## src/rtl/nic_pwr_pkg.sv

```systemverilog
package nic_pwr_pkg;

  typedef enum logic [2:0] {
    PS_D0U = 3'd0,
    PS_D0A = 3'd1,
    PS_D1  = 3'd2,
    PS_D2  = 3'd3,
    PS_D3  = 3'd4
  } pwrState_e;

  // strobes from the state control to the datapath
  typedef struct packed {
    logic inD0;       // fully powered, either substate
    logic linkArmed;  // link change counts as a wake source
  } pwrStrobe_t;

endpackage

```

## src/rtl/nic_pwr_ctl.sv

```systemverilog
module nic_pwr_ctl
  import nic_pwr_pkg::*;
(
  input  logic       clk,
  input  logic       rstN,
  input  logic       pmWrite,
  input  logic [1:0] pmStateWr,
  input  logic       barProgram,
  input  logic       barAny,
  output pwrState_e  state,
  output pwrStrobe_t strobe
);

  pwrState_e stateNext;
  logic      inD0;

  assign inD0 = (state == PS_D0U) || (state == PS_D0A);

  always_comb begin
    stateNext = state;
    if (pmWrite) begin
      unique case (pmStateWr)
        2'b00:   if (!inD0) stateNext = barAny ? PS_D0A : PS_D0U;
        2'b01:   stateNext = PS_D1;
        2'b10:   stateNext = PS_D2;
        default: stateNext = PS_D3;
      endcase
    end else if (state == PS_D0U && barProgram) begin
      stateNext = PS_D0A;
    end
  end

  always_ff @(posedge clk) begin
    if (!rstN) state <= PS_D0U;
    else       state <= stateNext;
  end

  assign strobe.inD0      = inD0;
  assign strobe.linkArmed = (state != PS_D0U);

  AST_RESET_D0U: assert property (@(posedge clk) !rstN |=> state == PS_D0U);

  AST_BAR_ACTIVATE: assert property (@(posedge clk) disable iff (!rstN)
    (state == PS_D0U && barProgram && !pmWrite) |=> state == PS_D0A);

  AST_LOW_STATE_WRITE: assert property (@(posedge clk) disable iff (!rstN)
    (pmWrite && pmStateWr == 2'b11) |=> state == PS_D3);

  AST_D0_WRITE_HOLD: assert property (@(posedge clk) disable iff (!rstN)
    (pmWrite && pmStateWr == 2'b00 && inD0) |=> $stable(state));

  AST_RETURN_D0: assert property (@(posedge clk) disable iff (!rstN)
    (pmWrite && pmStateWr == 2'b00 && !inD0 && barAny) |=> state == PS_D0A);

endmodule

```

## src/rtl/nic_pwr_dp.sv

```systemverilog
module nic_pwr_dp
  import nic_pwr_pkg::*;
#(
  parameter int NUM_BARS  = 3,
  parameter int BAR_W     = 32,
  parameter int BAR_SEL_W = 2
) (
  input  logic                 clk,
  input  logic                 rstN,
  input  logic                 barWrite,
  input  logic [BAR_SEL_W-1:0] barSel,
  input  logic [BAR_W-1:0]     barWrData,
  input  logic                 pmWrite,
  input  logic                 pmeEnWr,
  input  logic                 pmeStsClr,
  input  logic                 linkChange,
  input  logic                 wakeMatch,
  input  logic                 busReq,
  input  logic                 masterReq,
  input  pwrStrobe_t           strobe,
  output logic                 barProgram,
  output logic                 barAny,
  output logic                 accessEn,
  output logic                 pmeN,
  output logic                 clkKeep
);

  logic [NUM_BARS-1:0] barSet;
  logic                barValid;
  logic                wakeEvt;
  logic                pmeSts;
  logic                pmeEn;

  assign barValid   = int'(barSel) < NUM_BARS;
  assign barProgram = barWrite && barValid && (|barWrData);

  for (genvar g = 0; g < NUM_BARS; g++) begin : gBar
    always_ff @(posedge clk) begin
      if (!rstN)
        barSet[g] <= 1'b0;
      else if (barWrite && barSel == BAR_SEL_W'(g))
        barSet[g] <= |barWrData;
    end
  end

  assign barAny = |barSet;

  assign wakeEvt = wakeMatch || (linkChange && strobe.linkArmed);

  always_ff @(posedge clk) begin
    if (!rstN) begin
      pmeSts <= 1'b0;
      pmeEn  <= 1'b0;
    end else begin
      if (wakeEvt)                    pmeSts <= 1'b1;
      else if (pmWrite && pmeStsClr)  pmeSts <= 1'b0;
      if (pmWrite)                    pmeEn  <= pmeEnWr;
    end
  end

  assign pmeN     = !(pmeSts && pmeEn);
  assign accessEn = busReq && strobe.inD0;
  assign clkKeep  = masterReq;

  AST_PME_LATCHED: assert property (@(posedge clk) disable iff (!rstN)
    (!pmeN && !pmWrite) |=> !pmeN);

  AST_PME_CLEAR: assert property (@(posedge clk) disable iff (!rstN)
    (pmWrite && pmeStsClr && !wakeMatch && !linkChange) |=> pmeN);

  AST_WAKE_SETS: assert property (@(posedge clk) disable iff (!rstN)
    (wakeMatch && pmeEn && !pmWrite) |=> !pmeN);

  AST_CLK_KEEP: assert property (@(posedge clk) disable iff (!rstN)
    masterReq |-> clkKeep);

endmodule

```

## src/rtl/nic_pwr_ctrl.sv

```systemverilog
module nic_pwr_ctrl
  import nic_pwr_pkg::*;
#(
  parameter int NUM_BARS  = 3,
  parameter int BAR_W     = 32,
  parameter int BAR_SEL_W = 2
) (
  input  logic                 clk,
  input  logic                 rstN,
  input  logic                 barWrite,
  input  logic [BAR_SEL_W-1:0] barSel,
  input  logic [BAR_W-1:0]     barWrData,
  input  logic                 pmWrite,
  input  logic [1:0]           pmStateWr,
  input  logic                 pmeEnWr,
  input  logic                 pmeStsClr,
  input  logic                 linkChange,
  input  logic                 wakeMatch,
  input  logic                 busReq,
  input  logic                 masterReq,
  output logic [2:0]           pwrState,
  output logic                 accessEn,
  output logic                 pmeN,
  output logic                 clkKeep
);

  pwrState_e  state;
  pwrStrobe_t strobe;
  logic       barProgram;
  logic       barAny;

  nic_pwr_ctl i_ctl (
    .clk        (clk),
    .rstN       (rstN),
    .pmWrite    (pmWrite),
    .pmStateWr  (pmStateWr),
    .barProgram (barProgram),
    .barAny     (barAny),
    .state      (state),
    .strobe     (strobe)
  );

  nic_pwr_dp #(
    .NUM_BARS  (NUM_BARS),
    .BAR_W     (BAR_W),
    .BAR_SEL_W (BAR_SEL_W)
  ) i_dp (
    .clk        (clk),
    .rstN       (rstN),
    .barWrite   (barWrite),
    .barSel     (barSel),
    .barWrData  (barWrData),
    .pmWrite    (pmWrite),
    .pmeEnWr    (pmeEnWr),
    .pmeStsClr  (pmeStsClr),
    .linkChange (linkChange),
    .wakeMatch  (wakeMatch),
    .busReq     (busReq),
    .masterReq  (masterReq),
    .strobe     (strobe),
    .barProgram (barProgram),
    .barAny     (barAny),
    .accessEn   (accessEn),
    .pmeN       (pmeN),
    .clkKeep    (clkKeep)
  );

  assign pwrState = state;

  AST_ACCESS_GATE: assert property (@(posedge clk) disable iff (!rstN)
    accessEn |-> (state == PS_D0U || state == PS_D0A));

endmodule

```

## config.mk

```make
export PLATFORM = sky130hd
export DESIGN_NAME = nic_pwr_ctrl
export DESIGN_NICKNAME = d
export VERILOG_FILES = /design/src/rtl/nic_pwr_pkg.sv /design/src/rtl/nic_pwr_ctl.sv /design/src/rtl/nic_pwr_dp.sv /design/src/rtl/nic_pwr_ctrl.sv
export SDC_FILE = /design/constraint.sdc
export NUM_CORES = 1
export LEC_CHECK = 0
export ABC_AREA = 1
export ABC_CLOCK_PERIOD_IN_PS = 1200
export BUFFER_PORTS_ARGS = -buffer_cell sky130_fd_sc_hd__buf_2
export CORE_MARGIN = 2
export CORE_UTILIZATION = 34
export CTS_CLUSTER_SIZE = 8
export DETAILED_ROUTE_END_ITERATION = 16
export PLACE_DENSITY = 0.84
export SLEW_MARGIN = 20
export SYNTH_ARGS = -nofsm -noshare
export SYNTH_HDL_FRONTEND = slang
export SYNTH_SLANG_ARGS = --single-unit
```

## constraint.sdc

```tcl
create_clock -name clk -period 1.2 [get_ports clk]
set_clock_uncertainty 0.05 [all_clocks]
set_input_delay 0.12 -clock clk [delete_from_list [all_inputs] [get_ports clk]]
set_output_delay 0.12 -clock clk [all_outputs]
set_load 0.01 [all_outputs]
```

==> impl_metrics.yaml <==
critical_path:
  critPathRequiredTime_ns: 1.03
  reg2reg_slack_ns: 0.06
  path_max_fanout: 3
  crit_path_top_delay_cell: "dfxtp_2"
  r2r-start: "i_ctl.state[1]"
  reg2reg_depth: 6
  slowest_delay_ns: 0.33
  path_cells: "buf_4 > nor3b_2 > buf_2"
  worstReg2RegEnd: "i_ctl.state[0]"
  startpoint_type: "flip-flop"
  cp.arrival_ns: 1.01
  criticalPathCategory: "reg -> out"
  end_kind: "output port"
pwr:
  pwr-share-comb_pct: 27.8
  power_w: 0.000694
  switchingPower_w: 0.000194
  switching_share_pct: 27.9
  powerDensity_mw_per_mm2: 825
  p_leak_nw: 0.449
  ir_worst_vdd_uv: 438
  clock_power_share_pct: 29.6
  p_int_w: 0.000501
  seqPwrFrac_pct: 42.6
grt:
  grt_first_pass_wirelength_um: 2700
  grt_max_degree: 7
  grt_pass1_vias: 736
  grt_usage_pct: 18.8
  antenna_found_initial: 0
  overflow: 0
worst_hold_path:
  hp-class: "in -> reg"
  hold_path_end: "i_ctl.state[0]"
  hold_depth: 3
  min_from: "rstN"
timing:
  hold_viol: 0
  finalCritPeriodShare_pct: 97.9
  max_freq_mhz: 851
  post-route-min-period_ns: 1.18
  maxSlewHeadroom_pct: 82.5
  rsz0062_at_grt: "yes"
  timing.final.max_slew_violations: 0
  setup_viol_count_final: 0
  tightest_slew_ns: 0.262
clocking:
  cts_tree: "done"
  cts_hold_buf: 0
  numCtsBuffers: 3
  cts_buffer_depth: 2
  clk_pin_slew_ns: 0.06
  postCtsSetupRepairBufs: 0
  insertion_delay_ns: 0.26
  cts_max_level: 1
  cts-root-buf: "clkbuf_4"
  cts.sinks: 8
synthesis:
  syn_area_per_cell_sq_um: 6.00
  synth-edff-count: 0
  ys.flop_type: "dfxtp_1"
  synth.most_common_cell: "nor2_1"
  synth_seq_cells: 8
  ys_top_cells_by_count: "nor2_1 (27), nand2_1 (23), a21oi_1 (8), dfxtp_1 (8), inv_1 (6)"
  yosys.area.top_type: "dfxtp_1"
  synthArstFlopShare_pct: 0
  synth_cell_types: 14
  syn_area_sq_um: 528
  yosysSeqAreaShare_pct: 30.3
  yosys-top-cells-area: "dfxtp_1 (30%), nor2_1 (19%), nand2_1 (16%)"
  synth_nets: 136
  ys_warn_count: 0
  netlist_instances: 88
  synth.top_cell.area_share_pct: 30.3
cells_and_area:
  drive_above_1_share_pct: 42.6
  fin_util_pct: 56.6
  syn_to_final_growth_pct: 59.5
  nets: 191
  final_cells: 157
  antenna_cells: 0
  design_area_sq_um: 842
placed_design:
  gp_congestion: 0.919
  place_area_sq_um: 801
  io_buffers: 49
  post-dp-hpwl_um: 1340
  placed_cells: 154
die:
  floorplan.die_area_sq_mm: 0.00188
  die_h_um: 43.4
  ios: 52
  start_util_pct: 35.5
  die_width_um: 43.4
  num_rows: 14
  core_sq_mm: 0.00149
job:
  drv_cap: 0
run_status:
  status: "finished clean"
detailed_routing:
  routed_wirelength_um: 1580
  vias_per_cell: 4.88
  first_pass_iters: 4
  drtAntennaViolNets: 0
  drt_iter0_drc: 14
  vias: 766
  drc: 0
  wl_per_cell_um: 10.1
metrics by stage:
stage	hold WS (ns)	setup TNS (ns)	setup slack, ns
floorplan	0.191	0	0.0608
global placement	0.190	0	0.0729
detailed placement	0.190	0	0.0187
CTS	0.0723	0	0.0185
global route	0.0890	-0.0320	-0.0174
finish	0.0790	0	0.0250
layer usage:
metal	routed length, um	up-vias	track usage (%)
met5	0	-	0
met4	19	0	8.48
met3	99	4	5.83
met2	876	31	36.4
met1	588	339	17.8
li1	-	392	-
state kept, by name, indices dropped and copies added, names as in the netlist:
signal,cells
i_dp.barSet,3
i_dp.pmeSts,1
i_ctl.state,3
i_dp.pmeEn,1
worst max-delay path, delay by kind of cell, from the launching register on:
family,cells,cell delay (ns)
buffers and inverters,2,0.28
flip-flops,1,0.33
AND/OR/NAND/NOR,1,0.13
placed cells by master, fill, tap and decap left out, types with 2 or more instances in the layout:
master / instances
buf_2: 49
nor2_1: 26
nand2_1: 23
a21oi_1: 8
inv_1: 6
dfxtp_1: 6
o21ai_0: 4
nand3_1: 3
clkbuf_4: 3
ha_1: 2
dfxtp_2: 2
worst max-delay path by stage:
stage	start	end	slack, ns	cells past startpoint
after floorplan	i_ctl.state[1]	i_ctl.state[0]	0.06	6
after global routing	i_ctl.state[1]	i_ctl.state[0]	-0.02	6
after global placement	i_ctl.state[1]	i_ctl.state[0]	0.07	6
final	i_ctl.state[1]	accessEn	0.02	3
after CTS	i_ctl.state[1]	accessEn	0.02	3
after detailed placement	i_ctl.state[1]	i_ctl.state[0]	0.02	6
power groups by stage:
stage                     Clock, W  Sequential (W)  Combinational (W)
final                     0.000205        0.000296           0.000193
after global routing      0.000223        0.000298           0.000219
after CTS                 0.000213        0.000293           0.000190
after detailed placement         0        0.000298           0.000188
after global placement           0        0.000296           0.000182
after floorplan                  0        0.000301          0.0000791
kinds of logic (layout without fill, tap and decap cells):
family | count (synthesis) | after routing | share of synthesized area, %
adders and majority gates | 2 | 2 | 4.74
buffers and inverters | 7 | 60 | 5.69
and+or+nand+nor | 56 | 56 | 42.2
DFF | 8 | 8 | 30.3
AOI/OAI and AO/OA | 15 | 15 | 17.1
area by class of cell:
type                            count  area, sq um
Clock buffer                        3         22.5
Fill cell                         143          647
Inverter                            6         22.5
Multi-Input combinational cell     73          350
Sequential cell                     8          163
Tap cell                           16         20.0
Timing Repair Buffer               51          264
timing repair:
action,4_1_cts,5_1_grt
gates resized for setup,1,5
pin swaps,0,1
gates cloned,0,0
endpoints found under the setup margin,1,4
(Power assumes the default switching activity.)
